$ cat src/rtl/lsl_pkg.sv
package lsl_pkg;
    localparam int DATA_W = 32;
    localparam int IMM_W  = 6;
    localparam int CNT_W  = 11;
    localparam int KEEP_W = 4;

    typedef enum logic [1:0] {
        SRC_ONE  = 2'b00,
        SRC_IMM  = 2'b01,
        SRC_REG  = 2'b10,
        SRC_NONE = 2'b11
    } cnt_src_e;

    typedef struct packed {
        logic [KEEP_W-1:0] keep;
        logic              neg;
        logic              zero;
        logic              ovf;
        logic              carry;
    } cc_t;
endpackage

$ cat src/rtl/lsl_count_sel.sv
module lsl_count_sel
    import lsl_pkg::*;
#(
    parameter int IW = IMM_W,
    parameter int CW = CNT_W
) (
    input  logic [1:0]    src_i,
    input  logic [IW-1:0] imm_i,
    input  logic [CW-1:0] reg_i,
    output logic [CW-1:0] cnt_o
);
    cnt_src_e src;
    assign src = cnt_src_e'(src_i);

    always_comb begin
        unique case (src)
            SRC_ONE: cnt_o = CW'(1);
            SRC_IMM: cnt_o = CW'(imm_i);
            SRC_REG: cnt_o = reg_i;
            default: cnt_o = '0;
        endcase
    end
endmodule

$ cat src/rtl/lsl_barrel.sv
module lsl_barrel #(
    parameter int DW  = 32,
    parameter int STG = 6
) (
    input  logic [DW-1:0]  din,
    input  logic [STG-1:0] amt,
    input  logic           oversize,
    output logic [DW-1:0]  dout,
    output logic           carry
);
    // One extra top bit catches the last bit that leaves the word.
    logic [DW:0] stg [STG+1];

    assign stg[0] = {1'b0, din};

    for (genvar k = 0; k < STG; k++) begin : g_stage
        assign stg[k+1] = amt[k] ? (stg[k] << (1 << k)) : stg[k];
    end

    assign dout  = oversize ? '0   : stg[STG][DW-1:0];
    assign carry = oversize ? 1'b0 : stg[STG][DW];
endmodule

$ cat src/rtl/lsl_flag_gen.sv
module lsl_flag_gen
    import lsl_pkg::*;
#(
    parameter int DW = DATA_W
) (
    input  logic [DW-1:0]     res_i,
    input  logic              carry_i,
    input  logic [KEEP_W-1:0] keep_i,
    output cc_t               cc_o
);
    always_comb begin
        cc_o.carry = carry_i;
        cc_o.ovf   = 1'b0;
        cc_o.zero  = (res_i == '0);
        cc_o.neg   = res_i[DW-1];
        cc_o.keep  = keep_i;
    end
endmodule

$ cat src/rtl/lsl_flag_unit.sv
module lsl_flag_unit
    import lsl_pkg::*;
(
    input  logic              clk,
    input  logic              rst_n,
    input  logic [DATA_W-1:0] opnd_i,
    input  logic [1:0]        cnt_src_i,
    input  logic [IMM_W-1:0]  imm_cnt_i,
    input  logic [CNT_W-1:0]  cnt_reg_i,
    input  logic [KEEP_W-1:0] cc_keep_i,
    output logic [DATA_W-1:0] res_o,
    output logic [7:0]        cc_out
);
    localparam int STG = $clog2(DATA_W) + 1;

    logic [CNT_W-1:0]  cnt;
    logic              oversize;
    logic [DATA_W-1:0] shifted;
    logic              carry;
    cc_t               cc_next;

    lsl_count_sel #(.IW(IMM_W), .CW(CNT_W)) u_sel (
        .src_i (cnt_src_i),
        .imm_i (imm_cnt_i),
        .reg_i (cnt_reg_i),
        .cnt_o (cnt)
    );

    // Counts of 2**STG and above leave nothing behind.
    assign oversize = |cnt[CNT_W-1:STG];

    lsl_barrel #(.DW(DATA_W), .STG(STG)) u_shift (
        .din      (opnd_i),
        .amt      (cnt[STG-1:0]),
        .oversize (oversize),
        .dout     (shifted),
        .carry    (carry)
    );

    lsl_flag_gen #(.DW(DATA_W)) u_flags (
        .res_i   (shifted),
        .carry_i (carry),
        .keep_i  (cc_keep_i),
        .cc_o    (cc_next)
    );

    always_ff @(posedge clk or negedge rst_n) begin
        if (!rst_n) begin
            res_o  <= '0;
            cc_out <= '0;
        end else begin
            res_o  <= shifted;
            cc_out <= cc_next;
        end
    end
endmodule

$ cat config.mk
export PLATFORM = sky130hd
export DESIGN_NAME = lsl_flag_unit
export DESIGN_NICKNAME = d
export VERILOG_FILES = /design/src/rtl/lsl_pkg.sv /design/src/rtl/lsl_count_sel.sv /design/src/rtl/lsl_barrel.sv /design/src/rtl/lsl_flag_gen.sv /design/src/rtl/lsl_flag_unit.sv
export SDC_FILE = /design/constraint.sdc
export NUM_CORES = 1
export LEC_CHECK = 0
export CAP_MARGIN = 10
export CORE_MARGIN = 2
export CORE_UTILIZATION = 59
export CTS_BUF_LIST = sky130_fd_sc_hd__clkbuf_16
export DETAILED_ROUTE_END_ITERATION = 8
export DONT_BUFFER_PORTS = 1
export PLACE_DENSITY = 0.78
export SYNTH_ARGS = -nofsm -noshare
export SYNTH_HDL_FRONTEND = slang
export SYNTH_SLANG_ARGS = --single-unit
$ cat constraint.sdc
create_clock -name clk -period 0.8 [get_ports clk]
set_input_delay 0.24 -clock clk [delete_from_list [all_inputs] [get_ports clk]]
set_output_delay 0.24 -clock clk [all_outputs]
set_load 0.03 [all_outputs]
==> results of run 1 <==
## kinds of logic after synthesis
logic type	count (synthesis)	share of synthesized area, %
and+or+nand+nor	159	22.8
other	1	0.107
buffers and inverters	52	7.27
AOI/OAI and AO/OA	155	32.8
muxes	35	9.98
DFF	38	27.1
## synth_stat cells, drive strengths merged (2+ instances only)
library cell	count
o21ai	20
nand4	3
mux2i	35
o2111ai	3
nand3	11
nor2	36
a2111oi	12
nor4	7
clkbuf	15
or4	4
nor3	19
a22oi	17
nor3b	5
o22ai	5
and2	6
o2bb2ai	7
o211ai	16
a32oi	2
o31ai	2
nand2	41
a21oi	18
nand3b	2
a211oi	26
a22o	2
dfrtp	38
a21o	4
a221oi	2
inv	14
a31oi	4
buf	23
and3	6
nand2b	7
o221ai	5
nor2b	8
## through the flow
| stage | area [sq um] | setup slack (ps) | TNS (ps) |
|---|---|---|---|
| 2_1_floorplan | 3860 | -1760 | -34870 |
| 3_3_place_gp | 4950 | -1870 | -43690 |
| 3_5_place_dp | 4950 | -2000 | -45270 |
==> metrics.txt, run 1 <==
outcome did not finish; Failed at 4_1_cts; Tool Error [ERROR DPL-0033] detailed placement checks failed during check placement.; Syn Area/Cell 7.98 sq um; Mapped Nets just under 500; CTS Buffer Depth 2; Yosys cell types 60; site row count 28; width of the die between 80 and 90 microns; H-tree levels 2; area leader, netlist dfrtp_1; async set or reset register ratio after synthesis between 90% and 100%; num ports between 90 and 100; Post-Syn Area about 0.0035 sq mm; DP Cell Count between 600 and 700; Die Span Y between 80 and 90 microns; Area contributors post-synth dfrtp_1 (27%), mux2i_1 (10%), a211oi_1 (5.6%); Resized Gates After CTS between 100 and 150; Main synth FF type dfrtp_1; PortBufs 0; sequential area share after synthesis 27.1%; Root Buffer Master clkbuf_16; Post-Synthesis Cells 440; number of synthesized flops with an enable pin 0; CTS Hold Bufs 4; Synth top area share between 20% and 30%; #FFs+latches synth 38; Post-CTS Setup Repair Bufs 26; DPL Wire Length 11.2 mm; total number of yosys warnings 0; CTS Buf Count 5; gpl congestion 1.07; CTS Sinks 38; Initial Util about three fifths
==> inputs of run 2 (changes only) <==
- CORE_UTILIZATION: 59 -> 40
- CTS_BUF_LIST: sky130_fd_sc_hd__clkbuf_16 -> unset
- PLACE_DENSITY: 0.78 -> unset
- PLACE_DENSITY_LB_ADDON: unset -> 0.15
- clock period: 0.8 -> 1 ns (I/O delays scaled with it)
==> run 2 against run 1 <==
  * The flow now finishes, with violations (negative hold slack, negative setup slack)
  * Area after synthesis did not move
  * Synthesized cell count unchanged
==> metrics.txt, run 2 <==
max_slew headroom 63.8%; CTS Buf Count 5; Setup CP Type in -> reg; CP Max Fanout 18; Top reg by flops res_o; Setup WS post-layout -1560 ps; CP max stage delay 480 ps; async set or reset register ratio after synthesis 100%; CTS Sinks 38; internal power slightly below 5 mW; Clk pin slew, worst setup/hold paths 70 ps; max reg flops 31; ant diodes 0; number of global-route vias before repair ~4,400; vias 4,483; smallest hold slack -293 ps; gpl congestion between 0.9 and 1; CTS Buffer Depth 2; Hold Crit Class in -> async; initial antenna violation count 0; Core ar. between 0.008 and 0.009 sq mm; most common cell in the synthesized netlist nand2_1; Combinational Power Share slightly above 50%; post-synthesis simple-gate area fraction 22.8%; sequential area share after synthesis between 20% and 30%; site row count 34; Area contributors post-synth dfrtp_1 (27%), mux2i_1 (10%), a211oi_1 (5.6%); DP Cell Count ~680; outcome finished, violations left; Crit path arrival time roughly 2800 ps; Pwr Density ~1200 mW/mm^2; DRT Pass-1 Iters 4; num ports a little under 100; final WL about 15 mm; final net count around 670; drt wl/cell roughly 21 microns; Psw roughly 3 mW; Post-Syn Area about 0.0035 sq mm; DPL Wire Length 10.9 mm; Final Hold Fails 38; Die Span Y 97.7 microns; Final Power between 7 and 8 mW; Flop pwr share 28.6%; GRT Util Overall between 20 and 30%; final worst path period share 256%; H-tree levels 2; Syn Area/Cell ~8.0 sq um; Finished Layout Cells 720; number of synthesized flops with an enable pin 0; Mapped Nets about 500; Area growth, synth to finish 87.5%; CTS tree built; total number of yosys warnings 0; CP required between 1000 and 1500 ps; width of the die around 98 microns; Worst-Margin Slew 530 ps; #FFs+latches synth 38; Final Slew Violations 0; maximum vdd drop 0.000571 V; Switching Share between 30% and 40%; Iter 0 DRT Violations between 200 and 300; Critical Path End Type register; Tmin final between 2000 and 3000 ps; Post-DRT Antenna Nets 0; Synth Area in Compound Gates between 30% and 40%; final setup fails 73; post-synthesis mux area share under 10%; clock share of power about a fifth; Post-Synth Adder-Cell Area 0%; Max-cap violations 0; failing checks negative hold slack, negative setup slack; largest family of logic cells by synthesized area compound AO/OA/AOI/OAI gates; Yosys cell types 60; Setup TNS -30,880 ps; Root Buffer Master clkbuf_8; top flop regs res_o x31, cc_out x7; Leak about 2.6 nW; first-pass GRT wire length approximately 23 mm; proportion of layout cells with a drive suffix above 1 approximately two thirds; Top Family by Delay on Critical Path simple AND/OR/NAND/NOR gates; Buf/Inv on CP 1; largest net degree at the start of global routing 48; highest clock rate 391 MHz; Synth top area share about 27%; DR vias/cell between 6 and 7; XOR/XNOR share of the synthesized area 0%; CP startpoint kind input port; Post-Synthesis Cells between 400 and 500; RSZ-0062 raised after global routing yes; Initial Util between 40% and 50%; Main synth FF type dfrtp_1; worst slack, placed -1880 ps; commonest non-fill, non-tap cells in the layout buf_4 (132), buf_6 (60), dfrtp_2 (37), nand2_1 (30), nor2_1 (20); commonest non-fill, non-tap cell in the layout buf_4; slowest CP cell or4_1; area leader, netlist dfrtp_1; CP Cell Sequence nor2b_4 -> buf_12 -> a21o_4 -> mux2i_2 -> mux2i_1 -> mux2i_2 -> o221ai_2 -> or3b_1 -> or4_1 -> nor4_2; DRC errors left 0; GR Overflow Total 0; PortBufs 0; die area around 0.0095 sq mm; synth cell count leaders nand2_1 (41), dfrtp_1 (38), nor2_1 (36); Most common cell on crit path mux2i_2
==> run 2: cell counts after synthesis <==
No cell type changed its count.
==> run 2: kinds of logic after synthesis <==
kind of cell	count (synthesis)
and+or+nand+nor	159
AOI/OAI and AO/OA	155
buffers and inverters	52
DFF	38
muxes	35
other	1
==> run 2: metal layers <==
metal | up-vias | global-route usage [%] | part of all wire, %
met5 | - | 0 | 0
met4 | 0 | 10.1 | 2.9
met3 | 33 | 4.82 | 6.8
met2 | 238 | 50.5 | 50
met1 | 2180 | 37.5 | 40
li1 | 2032 | - | -
==> run 2: path summary, 6_finish.rpt <==
check,start,endpoint,depth (start not counted)
min in group clk,cc_keep_i[3],cc_out[7],0
max in group asynchronous,rst_n,res_o[7],0
worst max-delay path,cnt_src_i[0],cc_out[2],10
worst min-delay path,rst_n,res_o[26],0
==> run 2: what timing repair did <==
action / CTS / global route
cloned: 1 / 0
pin swaps: 28 / 30
gates resized for setup: 181 / 118
endpoints found under the hold margin: 38 / 38
setup buffers: 29 / 20
setup endpoints to repair: 73 / 73
==> run 2: stage by stage <==
stage                     instance area, sq um  utilization (%)
final                                     6580             76.6
after global routing                      6580             76.6
after CTS                                 6020             70.0
after detailed placement                  4980             57.9
after global placement                    4980             57.9
after floorplan                           3850                -
==> run 2: final cells by class <==
cell class,instances,area [sq um]
inverter,14,52.6
clock inverter,2,60.1
clock buffer,6,82.6
tap,108,135
sequential,38,997
multi-input combinational,351,3420
fill,570,2010
timing repair buffer,201,1830
==> run 2: power by group through the flow <==
| stage | clock (mW) | combinational [mW] | sequential, mW |
|---|---|---|---|
| 2_1_floorplan | 0 | 1.58 | 2.22 |
| 3_3_place_gp | 0 | 2.82 | 2.26 |
| 3_5_place_dp | 0 | 2.84 | 2.26 |
| 4_1_cts | 1.57 | 3.52 | 2.26 |
| 5_1_grt | 1.63 | 4.30 | 2.28 |
| 6_report | 1.55 | 4.09 | 2.26 |
Note: power is estimated with default switching activity, not from simulation.
